--- config.mk ---
export PLATFORM = sky130hd
export DESIGN_NAME = gpa_arbiter
export DESIGN_NICKNAME = d
export VERILOG_FILES = /design/src/rtl/gpa_pkg.sv /design/src/rtl/gpa_prio_regs.sv /design/src/rtl/gpa_age_track.sv /design/src/rtl/gpa_select.sv /design/src/rtl/gpa_nest_stack.sv /design/src/rtl/gpa_arbiter.sv
export SDC_FILE = /design/constraint.sdc
export NUM_CORES = 1
export LEC_CHECK = 0
export ABC_AREA = 1
export BUFFER_PORTS_ARGS = -buffer_cell sky130_fd_sc_hd__buf_4
export CELL_PAD_IN_SITES_DETAIL_PLACEMENT = 1
export CELL_PAD_IN_SITES_GLOBAL_PLACEMENT = 2
export CORE_MARGIN = 4
export CORE_UTILIZATION = 37
export DETAILED_ROUTE_END_ITERATION = 8
export GPL_ROUTABILITY_DRIVEN = 0
export PLACE_DENSITY_LB_ADDON = 0.1
export SLEW_MARGIN = 20
export SYNTH_ARGS = -nofsm -noshare
export SYNTH_HDL_FRONTEND = slang
export SYNTH_SLANG_ARGS = --single-unit
export TNS_END_PERCENT = 20
--- constraint.sdc ---
create_clock -name clk -period 34.4 [get_ports clk]
set_input_delay 3.44 -clock clk [delete_from_list [all_inputs] [get_ports clk]]
set_output_delay 3.44 -clock clk [all_outputs]
set_load 0.01 [all_outputs]
--- src/rtl/gpa_pkg.sv ---
package gpa_pkg;

    localparam int PRIO_W         = 4;
    localparam int SLOT_W         = 8;
    localparam int SLOTS_PER_WORD = 4;
    localparam int CFG_W          = SLOT_W * SLOTS_PER_WORD;

    typedef logic [PRIO_W-1:0] prio_t;
    typedef logic [2:0]        grp_t;

    typedef enum logic [1:0] {
        STK_HOLD = 2'd0,
        STK_PUSH = 2'd1,
        STK_POP  = 2'd2
    } stk_op_e;

    // Number of preemption bits; settings above 4 act as 4.
    function automatic int pre_bits(grp_t g);
        return (g > 3'd4) ? PRIO_W : int'(g);
    endfunction

    // Preemption field: the upper pre_bits(g) bits of the priority.
    function automatic prio_t pre_of(prio_t p, grp_t g);
        return p >> (PRIO_W - pre_bits(g));
    endfunction

endpackage

--- src/rtl/gpa_prio_regs.sv ---
module gpa_prio_regs
    import gpa_pkg::*;
#(
    parameter int N_IRQ  = 16,
    parameter int ADDR_W = 2
) (
    input  logic                 clk,
    input  logic                 rst,
    input  logic                 we,
    input  logic [ADDR_W-1:0]    addr,
    input  logic [CFG_W-1:0]     wdata,
    output prio_t                prio [N_IRQ],
    output logic [CFG_W-1:0]     rdata
);

    prio_t prio_q [N_IRQ];

    for (genvar i = 0; i < N_IRQ; i++) begin : g_slot
        localparam int WORD = i / SLOTS_PER_WORD;
        localparam int LSB  = (i % SLOTS_PER_WORD) * SLOT_W + (SLOT_W - PRIO_W);
        always_ff @(posedge clk) begin
            if (rst)
                prio_q[i] <= '0;
            else if (we && addr == ADDR_W'(WORD))
                prio_q[i] <= wdata[LSB +: PRIO_W];
        end
        assign prio[i] = prio_q[i];
    end

    always_comb begin
        rdata = '0;
        for (int k = 0; k < SLOTS_PER_WORD; k++) begin
            if (int'(addr) * SLOTS_PER_WORD + k < N_IRQ)
                rdata[k*SLOT_W + (SLOT_W - PRIO_W) +: PRIO_W] =
                    prio_q[int'(addr) * SLOTS_PER_WORD + k];
        end
    end

endmodule

--- src/rtl/gpa_age_track.sv ---
module gpa_age_track #(
    parameter int N_IRQ = 16,
    parameter int AGE_W = 8
) (
    input  logic             clk,
    input  logic             rst,
    input  logic [N_IRQ-1:0] pend,
    output logic [AGE_W-1:0] age [N_IRQ]
);

    logic [AGE_W-1:0] age_q [N_IRQ];

    for (genvar i = 0; i < N_IRQ; i++) begin : g_age
        always_ff @(posedge clk) begin
            if (rst || !pend[i])
                age_q[i] <= '0;
            else if (age_q[i] != '1)
                age_q[i] <= age_q[i] + 1'b1;
        end
        assign age[i] = age_q[i];

        // a line pending at one edge has a nonzero age at the next
        a_r5_age_starts: assert property (@(posedge clk) disable iff (rst)
            pend[i] |=> age_q[i] != '0);
    end

endmodule

--- src/rtl/gpa_select.sv ---
module gpa_select
    import gpa_pkg::*;
#(
    parameter int N_IRQ = 16,
    parameter int AGE_W = 8,
    parameter int ID_W  = 4
) (
    input  logic [N_IRQ-1:0] pend,
    input  prio_t            prio [N_IRQ],
    input  logic [AGE_W-1:0] age  [N_IRQ],
    output logic             found,
    output logic [ID_W-1:0]  win_id,
    output prio_t            win_prio
);

    logic [AGE_W-1:0] win_age;

    // Preemption-then-sub ordering equals plain 4-bit order, so the
    // grouping plays no part here. Older wins a tie; the strict
    // compare in ascending index order leaves a full tie to the lowest.
    always_comb begin
        found    = 1'b0;
        win_id   = '0;
        win_prio = '0;
        win_age  = '0;
        for (int i = 0; i < N_IRQ; i++) begin
            if (pend[i] && (!found || prio[i] < win_prio ||
                            (prio[i] == win_prio && age[i] > win_age))) begin
                found    = 1'b1;
                win_id   = ID_W'(i);
                win_prio = prio[i];
                win_age  = age[i];
            end
        end
    end

endmodule

--- src/rtl/gpa_nest_stack.sv ---
module gpa_nest_stack
    import gpa_pkg::*;
#(
    parameter int DEPTH = 4,
    parameter int LVL_W = 3
) (
    input  logic             clk,
    input  logic             rst,
    input  stk_op_e          op,
    input  prio_t            push_val,
    output logic [LVL_W-1:0] level,
    output prio_t            top,
    output logic             full
);

    prio_t            stk_q [DEPTH];
    logic [LVL_W-1:0] lvl_q;

    always_ff @(posedge clk) begin
        if (rst) begin
            lvl_q <= '0;
            for (int i = 0; i < DEPTH; i++) stk_q[i] <= '0;
        end else begin
            case (op)
                STK_PUSH: if (lvl_q != LVL_W'(DEPTH)) begin
                    stk_q[lvl_q] <= push_val;
                    lvl_q        <= lvl_q + 1'b1;
                end
                STK_POP: if (lvl_q != '0) lvl_q <= lvl_q - 1'b1;
                default: ;
            endcase
        end
    end

    assign level = lvl_q;
    assign full  = (lvl_q == LVL_W'(DEPTH));
    assign top   = (lvl_q == '0) ? '0 : stk_q[lvl_q - 1'b1];

    // a push that has room makes the pushed level the top
    a_r8_push_top: assert property (@(posedge clk) disable iff (rst)
        (op == STK_PUSH && !full) |=> top == $past(push_val));

    // a pop on an empty stack leaves it empty
    a_r8_pop_empty: assert property (@(posedge clk) disable iff (rst)
        (op == STK_POP && lvl_q == '0) |=> lvl_q == '0);

endmodule

--- src/rtl/gpa_arbiter.sv ---
module gpa_arbiter
    import gpa_pkg::*;
#(
    parameter int N_IRQ      = 16,
    parameter int NEST_DEPTH = 4,
    parameter int AGE_W      = 8,
    localparam int ID_W   = (N_IRQ > 1) ? $clog2(N_IRQ) : 1,
    localparam int WORDS  = (N_IRQ + SLOTS_PER_WORD - 1) / SLOTS_PER_WORD,
    localparam int ADDR_W = (WORDS > 1) ? $clog2(WORDS) : 1,
    localparam int LVL_W  = $clog2(NEST_DEPTH + 1)
) (
    input  logic              clk,
    input  logic              rst,
    input  logic [N_IRQ-1:0]  irq_req,
    input  logic [N_IRQ-1:0]  irq_en,
    input  logic [2:0]        grp,
    input  logic              cfg_we,
    input  logic [ADDR_W-1:0] cfg_addr,
    input  logic [31:0]       cfg_wdata,
    output logic [31:0]       cfg_rdata,
    input  logic              hnd_enter,
    input  logic              hnd_exit,
    output logic              disp_valid,
    output logic [ID_W-1:0]   disp_id,
    output logic [3:0]        disp_pre,
    output logic [LVL_W-1:0]  nest_lvl,
    output logic [3:0]        run_pre
);

    logic [N_IRQ-1:0] pend;
    prio_t            prio [N_IRQ];
    logic [AGE_W-1:0] age  [N_IRQ];
    logic             found;
    logic [ID_W-1:0]  win_id;
    prio_t            win_prio;
    prio_t            win_pre;
    prio_t            top;
    logic             full;
    logic             may_go;
    stk_op_e          op;

    logic             disp_valid_q;
    logic [ID_W-1:0]  disp_id_q;
    prio_t            disp_pre_q;

    assign pend = irq_req & irq_en;

    gpa_prio_regs #(.N_IRQ(N_IRQ), .ADDR_W(ADDR_W)) u_regs (
        .clk(clk), .rst(rst), .we(cfg_we), .addr(cfg_addr),
        .wdata(cfg_wdata), .prio(prio), .rdata(cfg_rdata)
    );

    gpa_age_track #(.N_IRQ(N_IRQ), .AGE_W(AGE_W)) u_age (
        .clk(clk), .rst(rst), .pend(pend), .age(age)
    );

    gpa_select #(.N_IRQ(N_IRQ), .AGE_W(AGE_W), .ID_W(ID_W)) u_sel (
        .pend(pend), .prio(prio), .age(age),
        .found(found), .win_id(win_id), .win_prio(win_prio)
    );

    gpa_nest_stack #(.DEPTH(NEST_DEPTH), .LVL_W(LVL_W)) u_stk (
        .clk(clk), .rst(rst), .op(op), .push_val(disp_pre_q),
        .level(nest_lvl), .top(top), .full(full)
    );

    assign win_pre = pre_of(win_prio, grp_t'(grp));
    assign may_go  = found && !full && (nest_lvl == '0 || win_pre < top);

    always_comb begin
        if (hnd_exit)                       op = STK_POP;
        else if (hnd_enter && disp_valid_q) op = STK_PUSH;
        else                                op = STK_HOLD;
    end

    // Offer is suppressed for one cycle after a strobe so that it is
    // always recomputed against the updated stack.
    always_ff @(posedge clk) begin
        if (rst) begin
            disp_valid_q <= 1'b0;
            disp_id_q    <= '0;
            disp_pre_q   <= '0;
        end else begin
            disp_valid_q <= may_go && !hnd_enter && !hnd_exit;
            disp_id_q    <= win_id;
            disp_pre_q   <= win_pre;
        end
    end

    assign disp_valid = disp_valid_q;
    assign disp_id    = disp_id_q;
    assign disp_pre   = disp_pre_q;
    assign run_pre    = top;

    // an offered line was pending when the offer was formed
    a_r2_from_pending: assert property (@(posedge clk) disable iff (rst)
        disp_valid_q |-> ($past(pend) & (N_IRQ'(1) << disp_id_q)) != '0);

    // a nested offer is strictly better than the running level
    a_r7_strict_nest: assert property (@(posedge clk) disable iff (rst)
        (disp_valid_q && nest_lvl != '0) |-> disp_pre_q < top);

    // no offer while the stack is full
    a_r9_full_quiet: assert property (@(posedge clk) disable iff (rst)
        full |-> !disp_valid_q);

    // quiet in the cycle after a strobe
    a_r10_strobe_quiet: assert property (@(posedge clk) disable iff (rst)
        (hnd_enter || hnd_exit) |=> !disp_valid_q);

endmodule

* Word level (Yosys, flattened, before mapping) *
Memories as Yosys holds them, arrays and structs flattened.
Index checks and enable logic that the tools add are counted.

cells by class
  add/sub/neg operators = 22
  order comparisons = 36
  equality and inequality tests = 40
  shifts and indexed selects = 1
  mux-type cells = 206
  bitwise gates (word level) = 33
  reductions and logical operators = 126

operators with widths
  operator             number
  $mux 8               31
  $mux 4               46
  $add 8x1->8 const B  16
  $ne 8x8->1 const B   16
  $gt 8x8->1           15
  $mux 1               117
  $lt 32x6->1 const B  3
  $lt 4x4->1           16
  $eq 4x4->1           15
  $logic_or 1x1->1     47
  $logic_and 1x1->1    39
  $logic_not 1->1      34
  $or 1x1->1           32
  $shr 4x32->4         1
  $mux 3               7
  $and 16x16->16       1
  $add 4x2->5 const B  2
  $mux 2               4
  $eq 2x2->1 const B   3
  $pmux 3 s2           1
  $add 4x1->5 const B  1
  $lt 4x5->1 const B   1
  $eq 2x1->1 const B   2
  $ne 2x1->1 const B   2
  12 further kinds     12

word-level totals
  bits in registers = 12
  bits in writable memories = 208
  input port bits = 74
  output and inout bits = 48
  logic and storage cells = 471
  memories = 3

memory list
  name           words  width  read ports  clocked after memory_dff  write ports  RTL line              text
  u_age.age_q    16     8      16          0                         16           gpa_age_track.sv:11   logic [AGE_W-1:0] age_q [N_IRQ];
  u_regs.prio_q  16     4      20          0                         16           gpa_prio_regs.sv:16   prio_t prio_q [N_IRQ];
  u_stk.stk_q    4      4      1           0                         4            gpa_nest_stack.sv:16  prio_t stk_q [DEPTH];

* Logic depth before layout (Yosys ltp) *
Gate-level depths: netlist of run 1.

  depth in word-level cells = 83
  gate-level depth with buffers = 211
  gate-level depth less buffers = 185

* Modules after synthesis *
From an unflattened synthesis of run 1, not the netlist that was laid out.

unflattened totals
  cell total of the unflattened synthesis = 2,529
  area total of the unflattened synthesis = 18,914.4 um^2

modules (own cells, without submodules)
  module          times used  cells an instance  area an instance (um^2)  seq. area each (um^2)
  gpa_age_track   1           836                7,290.7                  3,843.7
  gpa_select      1           1,130              6,592.6                  0.0
  gpa_prio_regs   1           340                3,256.9                  1,921.8
  gpa_nest_stack  1           123                1,147.4                  540.5
  gpa_arbiter     1           100                626.9                    180.2

* Least setup slack after synthesis of run 1 *
Ideal clock, no wire load.

  path kind = input to register
  from = input irq_req[0]
  to = register disp_valid_q, in the netlist disp_valid
  setup time = 66 ps
  data arrival time = 27,242 ps
  data required time = 34,334 ps
  slack = 7,092 ps
  stages on the path = 185
  path buffers = 27
  cells stage by stage = nand2_2 -> clkinv_1 -> nand2_1 -> ha_1 -> a21o_1 -> nor2_1 -> nand2_1 -> nand2_1 -> nand2_1 -> nand2_2 -> clkbuf_1 -> clkbuf_1 -> nand2_1 -> o21ai_0 -> ha_1 -> clkinv_1 -> nor2_1 -> o21bai_1 -> (+149 left out) -> o21ai_1 -> ha_1 -> nand2_1 -> o21ai_0 -> a21oi_1 -> a2111oi_0 -> a211o_1 -> nand3_1 -> nand3_1 -> nand2_1 -> o211ai_1 -> nand2_1 -> ha_1 -> nand2_1 -> nand2_1 -> nand2_1 -> nand2_1 -> a21oi_2

between the ends
  word-level cells in the longest chain between the ends = 83
  elaborated cells on any way between the ends = 175
  those cells by class = order compare (31); eq/ne (15); shift (1); mux (47); bitwise (1); reduce/logical (80)

RTL lines
  element                                                       RTL line                            text
  start: declaration                                            gpa_arbiter.sv:14                   input logic [N_IRQ-1:0] irq_req,
  $and 16x16->16 (*)                                            gpa_arbiter.sv:46                   assign pend = irq_req & irq_en;
  $mux 8, or another cell as far along                          gpa_select.sv:27                    if (pend[i] && (!found || prio[i] < win_prio ||
  $gt 8x8->1, or another cell as far along                      gpa_select.sv:28                    (prio[i] == win_prio && age[i] > win_age))) begin
  $logic_and 1x1->1 / $logic_or 1x1->1 (equally long branches)  gpa_select.sv:28, gpa_select.sv:27
  $logic_or 1x1->1                                              gpa_select.sv:27
  $logic_and 1x1->1                                             gpa_select.sv:27
  $mux 8, or another cell as far along                          gpa_select.sv:27
  $gt 8x8->1, or another cell as far along                      gpa_select.sv:28
  (+67 left out)                                                --
  $logic_and 1x1->1                                             gpa_select.sv:27
  $mux 4 (*)                                                    gpa_select.sv:27
  $shr 4x32->4 (*)                                              gpa_pkg.sv:24                       return p >> (PRIO_W - pre_bits(g));
  named net win_pre[1]                                          gpa_arbiter.sv:36                   prio_t win_pre;
  $lt 4x4->1 (*)                                                gpa_arbiter.sv:68                   assign may_go = found && !full && (nest_lvl == '0 || win_pre < top);
  $logic_or 1x1->1 (*)                                          gpa_arbiter.sv:68
  $logic_and 1x1->1 (*)                                         gpa_arbiter.sv:68
  $logic_and 1x1->1 (*) (2 in a row)                            gpa_arbiter.sv:84                   disp_valid_q <= may_go && !hnd_enter && !hnd_exit;
  end signal: assignment                                        gpa_arbiter.sv:84
  end: declaration                                              gpa_arbiter.sv:42                   logic disp_valid_q;

The timed path passes the listed nets; every way through them passes the cells marked *.
A chain may end at the register's enable or synchronous reset.

* Worst setup path after layout of run 1 *
Same ends and word-level chain as after synthesis.

==> summary.md, run 1 <==
| Metric | Value |
|---|---|
| Maximum clock insertion buffer count | `3` |
| Status | `complete, no violations` |
| Warnings from Yosys | `0` |
| Synth Flop Type | `edfxtp_1` |
| Launch instance of the worst register-to-register path | `u_age.age_q[0][2]` |
| Sequential-to-total area share from yosys stat | `37.7%` |
| GRT Util Overall | `19.8%` |
| Timing endpoint of the critical path | `disp_valid` |
| Horiz. Die Dim | `~220 um` |
| Commonest non-fill, non-tap cells in the layout | `nand2_1, nor2_1, inv_1, edfxtp_1, ha_1` |
| Post-synthesis sequential element count | `220` |
| Setup repair after global routing missed its margin | `no` |
| Number of detailed-routing iterations run before antenna repair | `5` |
| Critical Path AT | `28.67 ns` |
| Clock sink total | `between 200 and 250` |
| Top Metal Used | `met4` |
| Count of final hold-check violations | `0` |
| Post-synthesis cell type count | `50` |
| Critical path class | `input pin to register` |
| Number of vias per cell after detailed routing | `roughly 5.2` |
| Minimum clock period | `28.18 ns` |
| Root buffer cell | `clkbuf_16` |
| Area added between synthesis and finish | `11.9%` |
| Cts repair resizes | `0` |
| Number of rows created at floorplan | `78` |
| Total number of nets in the final design | `2557` |
| H-Tree Depth | `1` |
| Achievable Freq | `0.0355 GHz` |
| CTS tree | `yes` |
| Iteration-0 DRC Markers | `657` |
| Final setup fails | `0` |
| Reg-to-reg slack, setup | `9.08 ns` |
| Die footprint | `50000 um2` |
| Post-Route Utilization | `a little over two fifths` |
| Largest net degree at the start of global routing | `30` |
| Area of the core | `between 40000 and 50000 um2` |
| Final Max Slew Viols | `0` |
| Post-Synthesis Cells | `2210` |
| Clock Skews | `0.0131 ns` |
| Vias in the first global route | `15.6k` |
| Global-route wire length before repair | `81.2 mm` |
| Clk_lat worst skew | `0.56 ns` |
| Worst IR Drop VDD | `35.3 uV` |
| Wire length the detailed router placed on met1 | `approximately 23 mm` |
| Worst path max stage delay | `0.61 ns` |
| Transition time at the pin with the least slew margin | `0.812 ns` |
| Static leakage power | `8.77 nW` |
| Initial cell density of the core | `37.7%` |
| Required time of the critical path | `34.89 ns` |
| Total standard cell area after synthesis | `17200 um2` |
| Total setup buffers inserted after CTS | `0` |
| Power per cell area | `about 49 nW/um2` |
| Met3 routed wirelength | `between 1 and 1.5 mm` |
| Capturing point of the worst reg2reg path | `disp_valid` |
| Slew HR | `45.8%` |
| Max FO, Critical Path | `28` |
| Crit. Startpoint | `irq_req[0]` |
| Most common library cell in the layout ignoring fill and taps | `nand2_1` |
| Met2 WL post-DR | `roughly 25 mm` |
| Critical path capture point type | `register` |
| Initial antenna violation count | `0` |
| CTS Buf Count | `27` |
| Mean post-synth cell area | `about 7.8 um2` |
| Final wirelength | `~50 mm` |
| Antenna fix cells | `0` |
| HPWL after detailed placement | `40.5 mm` |
| CTS Hold Buffers Added | `0` |
| I/O Buffers | `89` |
| Via total after detailed routing | `around 15k` |
| Setup Total Neg Slack | `0 ns` |
| Average routed wire per standard cell | `17.3 um` |
| Crit start category | `input pin` |
| Async set or reset register ratio after synthesis | `0%` |
| EDFF count, synth | `208` |
| MaxCap Viol Count | `0` |
| Count of cells along the worst register-to-register path | `154` |
| Class of the worst hold path | `register to register` |
| Number of I/O pins | `roughly 120` |
| Remaining DRCs | `0` |
| Total global routing overflow | `0` |
| Most frequent cell on the critical path | `nand2_1` |
| Routed Antenna Nets | `0` |
| Fraction of layout cells with a size suffix above 1 | `approximately 8.2%` |
| Critical-path cell with the highest stage delay | `nand2_1` |
| Post-route fraction of the period consumed by the critical path | `81.9%` |
| Register clock-pin slew on the reported worst setup and hold paths | `around 0.06 ns` |
| Height of the chip | `224 um` |
[cells by family after synthesis]
family	share of synthesized area (%)
compound gates	12.6
simple gates	26.6
flops	37.7
xor+xnor	1.37
fa+ha+maj	14.2
buf+inv	7.57
other cells	0.0218
[where the power goes]
part	switching, mW	internal [mW]	total (mW)	leakage, nW
combinational	0.229	0.126	0.354	5.90
clock	0.115	0.159	0.274	0.408
sequential	0.0118	0.302	0.314	2.47
[final cells by class]
class | instances | area (um2)
Timing Repair Buffer | 92 | 691
Clock inverter | 9 | 70.1
Clock buffer | 39 | 761
Fill cell | 5616 | 26400
Tap cell | 600 | 751
Sequential cell | 220 | 6490
Multi-Input combinational cell | 1675 | 9470
Inverter | 272 | 1020
[metrics by stage]
step	area [um2]	std cells	worst slack (ns)	power, mW	hold WS [ns]
3_5_place_dp	18400	2859	5.42	0.678	0.566
6_report	19300	2907	6.22	0.943	0.575
5_1_grt	19300	2907	2.87	1.02	0.629
2_1_floorplan	17300	2225	7.09	0.570	0.534
3_3_place_gp	18400	2859	5.94	0.666	0.567
4_1_cts	19300	2907	5.91	0.958	0.575
[flip-flops by register name (all words and copies together) (netlist names)]
register	cells
disp_pre	4
u_regs.prio_q	64
u_stk.level	3
u_stk.stk_q	16
disp_valid	1
disp_id	4
u_age.age_q	128
[synthesized netlist by cell type, drive strengths merged, types with 2 or more instances]
library cell	count	share of area (%)
nand2	510	12
nor2	298	6.5
inv	268	5.8
edfxtp	208	36
o21ai	196	5.7
ha	195	14
nand3	116	3.5
a21oi	100	2.9
nor3	39	1.2
nand4	37	1.3
clkbuf	36	0.79
a22oi	28	1.2
nor3b	27	1.2
xor2	23	1.2
buf	22	0.85
o211ai	13	0.57
dfxtp	12	1.4
or2	11	0.40
o21bai	10	0.44
a211oi	8	0.35
a31oi	6	0.22
and2	6	0.22
a41oi	5	0.25
nor4	5	0.18
a21o	4	0.17
clkinv	4	0.087
o221ai	4	0.20
xnor2	4	0.20
o21a	3	0.13
and3	2	0.073
nand3b	2	0.087
[worst min path at each step]
stage	startpoint	end	slack [ns]	depth (start not counted)
after floorplan	u_stk.level[1]	u_stk.level[1]	0.53	2
after global placement	u_stk.level[1]	u_stk.level[1]	0.57	2
after detailed placement	u_stk.level[1]	u_stk.level[1]	0.57	2
after CTS	u_stk.level[1]	u_stk.level[1]	0.57	2
after global routing	u_stk.level[1]	u_stk.level[1]	0.63	2
final	u_stk.level[1]	u_stk.level[1]	0.57	2
[per-layer routing]
metal | track usage [%] | up-vias
met1 | 25.1 | 7170
met5 | 0 | -
met4 | 4.73 | 0
met3 | 2.62 | 71
met2 | 35.8 | 164
li1 | - | 7652
[worst max-delay path: cells and delay by family]
family / cells / cell delay (ns)
AND/OR/NAND/NOR: 82 / 10.05
buffers and inverters: 12 / 1.19
adder cells (fa/ha/maj): 16 / 5.00
AO/OA/AOI/OAI: 41 / 8.95
(Power assumes the default switching activity.)
==> inputs of run 2 (changes only) <==
Settings changed: ABC_AREA 1 to 0, CORE_UTILIZATION 37 to 40.
Clock period 34.4 ns to 27.5 ns, I/O delays scaled along.
==> summary.md, run 2 <==
| Metric | Value |
|---|---|
| Critical Path AT | `30.85 ns` |
| Final setup fails | `9` |
| Final hold slack | `0.510 ns` |
| I/O Buffers | `between 80 and 90` |
| Flip-flop count of the largest register after layout | `between 100 and 150` |
| Minimum clock period | `about 30 ns` |
| Remaining DRCs | `0` |
| Most frequent cell on the critical path | `a21o_1` |
| Vias in the first global route | `roughly 18k` |
| Number of vias per cell after detailed routing | `5.57` |
| Number of cells on the worst hold path | `2` |
| Design Area, Final | `25600 um2` |
| Worst-case setup slack after placement | `-3.93 ns` |
| Critical path capture point type | `register` |
| Register clock-pin slew on the reported worst setup and hold paths | `0.06 ns` |
| Via total after detailed routing | `17.3k` |
| Commonest non-fill, non-tap cells in the layout | `buf_4, edfxtp_1, nor2_1, ha_1, nand2_1` |
| Violated checks | `setup timing` |
| Reg-to-reg slack, setup | `-0.75 ns` |
| Class of the worst hold path | `register to register` |
| Capturing point of the worst reg2reg path | `disp_valid` |
| Source of the worst hold timing path | `u_stk.level[2]` |
| Horiz. Die Dim | `approximately 220 um` |
| Post-synthesis cell type count | `86` |
| CTS tree | `yes` |
| Slew HR | `between 30% and 40%` |
| Area added between synthesis and finish | `39.0%` |
| Post-synthesis sequential element count | `220` |
| Fraction of layout cells with a size suffix above 1 | `35.9%` |
| Instance area at placement | `22900 um2` |
| Largest Register | `u_age.age_q` |
| Post-layout worst setup margin | `-2.83 ns` |
| Final Max Slew Viols | `0` |
| Initial cell density of the core | `40.5%` |
| Sequential-to-total area share from yosys stat | `35.2%` |
| Number of rows created at floorplan | `78` |
| EDFF count, synth | `208` |
| Critical-path cell with the highest stage delay | `a2111oi_4` |
| Critical path class | `input pin to register` |
| GRT Util Overall | `24.3%` |
| Combined area of the multi-input logic cells | `12800 um2` |
| Iteration-0 DRC Markers | `880` |
| Dominant cell type by area after synthesis | `edfxtp_1` |
| CTS Hold Buffers Added | `0` |
| Area of the core | `45500 um2` |
| Total number of nets in the final design | `2757` |
| Async set or reset register ratio after synthesis | `0%` |
| Post-route fraction of the period consumed by the critical path | `110%` |
| Crit start category | `input pin` |
| Warnings from Yosys | `0` |
| CTS Buf Count | `27` |
| HPWL after detailed placement | `49.6 mm` |
| Delay-heaviest family, CP | `compound AO/OA/AOI/OAI gates` |
| Launch instance of the worst register-to-register path | `u_regs.prio_q[0][0]` |
| Routed Antenna Nets | `0` |
| Portion of synthesized cell area occupied by the leading cell type | `about a third` |
| Static leakage power | `10.8 nW` |
| Total standard cell area after synthesis | `18400 um2` |
| FF/Latch Area | `6490 um2` |
| Total of fill cells in the finished design | `5098` |
| Status | `complete, but fails checks` |
| Antenna fix cells | `0` |
| Average routed wire per standard cell | `~21 um` |
| Capture endpoint of the worst hold path | `u_stk.level[2]` |
| Worst IR Drop VDD | `45.0 uV` |
| Largest net degree at the start of global routing | `51` |
| Required time of the critical path | `28.01 ns` |
| Setup repair after global routing missed its margin | `yes` |
| Die footprint | `49600 um2` |
| Initial antenna violation count | `0` |
| Number of buffers and inverters on the critical path | `23` |
| Maximum clock insertion buffer count | `3` |
| Count of final hold-check violations | `0` |
| Most used standard cells in the synthesized netlist | `nor2_1, edfxtp_1, ha_1` |
| Total global routing overflow | `0` |
| Achievable Freq | `0.0330 GHz` |
| Final wirelength | `between 60 and 70 mm` |
| Clock Skews | `around 0.011 ns` |
| Transition time at the pin with the least slew margin | `1.01 ns` |
| Height of the chip | `223 um` |
| Worst path max stage delay | `about 0.51 ns` |
| Root buffer cell | `clkbuf_16` |
| H-Tree Depth | `1` |
| Clock sink total | `220` |
| Power per cell area | `55.9 nW/um2` |
| Synth Flop Type | `edfxtp_1` |
| Global-route wire length before repair | `98.3 mm` |
| Largest registers | `u_age.age_q x128, u_regs.prio_q x64, u_stk.stk_q x16` |
| Top area cells in the synthesized netlist | `edfxtp_1, ha_1, nor2_1` |
| Most common library cell in the layout ignoring fill and taps | `buf_4` |
| Setup Total Neg Slack | `-20.03 ns` |
| MaxCap Viol Count | `0` |
| Most numerous cell in the Yosys netlist | `nor2_1` |
| Mean post-synth cell area | `about 9 um2` |
| Post-Synthesis Cells | `between 1.5k and 2k` |
| Number of I/O pins | `122` |
| Clk_lat worst skew | `0.56 ns` |
| Count of cells along the worst register-to-register path | `approximately 160` |
| Number of detailed-routing iterations run before antenna repair | `5` |
| Max FO, Critical Path | `13` |
[run 2: power by group]
part,internal (mW),total (mW),switching [mW]
combinational,0.315,0.626,0.310
clock,0.253,0.404,0.151
sequential,0.379,0.401,0.0220
[run 2: worst max-delay path by stage]
stage                     startpoint          to  slack [ns]  cells after the start
after floorplan           irq_req[0]  disp_valid       -2.26                    171
after global placement    irq_req[0]  disp_valid       -3.10                    156
after detailed placement  irq_req[0]  disp_valid       -3.93                    158
after CTS                 irq_req[0]  disp_valid       -2.81                    161
after global routing       irq_en[0]  disp_valid       -4.31                    164
final                      irq_en[0]  disp_valid       -2.83                    161
[run 2: logic make-up after synthesis]
kind of cell	after synthesis	share of synthesized area (%)
AND/OR/NAND/NOR	797	21.1
AO/OA/AOI/OAI	378	14.1
flip-flops	220	35.2
buffers and inverters	213	4.80
adder cells (fa/ha/maj)	195	13.2
XOR/XNOR	96	4.56
multiplexers	96	6.93
other	1	0.0204
[run 2: per-layer routing]
layer	wire [um]	track usage, %
met1	30300	34.4
met2	31100	40.5
met3	2400	2.17
met4	1800	5.99
met5	0	0
[run 2: worst reg2reg max path, delay by kind of cell (launching register included)]
family | cells | cell delay [ns]
AOI/OAI and AO/OA | 62 | 10.88
adders and majority gates | 16 | 3.97
buffers and inverters | 22 | 3.08
DFF | 1 | 0.39
muxes | 8 | 2.22
and+or+nand+nor | 51 | 7.65
[run 2: layout make-up]
class	count	area share [%]
tap	600	2.93
inverter	146	2.14
clock buffer	34	2.86
clock inverter	15	1.00
multi-input combinational	1583	50.2
sequential	220	25.3
timing repair buffer	510	15.6
[run 2: through the flow]
stage	total power, mW	cells	util, %
floorplan	0.698	2011	-
global placement	0.916	2992	50.3
detailed placement	0.934	2992	50.3
CTS	1.35	3052	52.9
global route	1.51	3108	56.3
finish	1.43	3108	56.3
[run 2: repair_timing]
item                                    4_1_cts  5_1_grt
pin swaps                                    13      131
gates resized for setup                      32      208
cloned                                        3        3
buffers inserted                              8       53
endpoints found under the setup margin        9        9
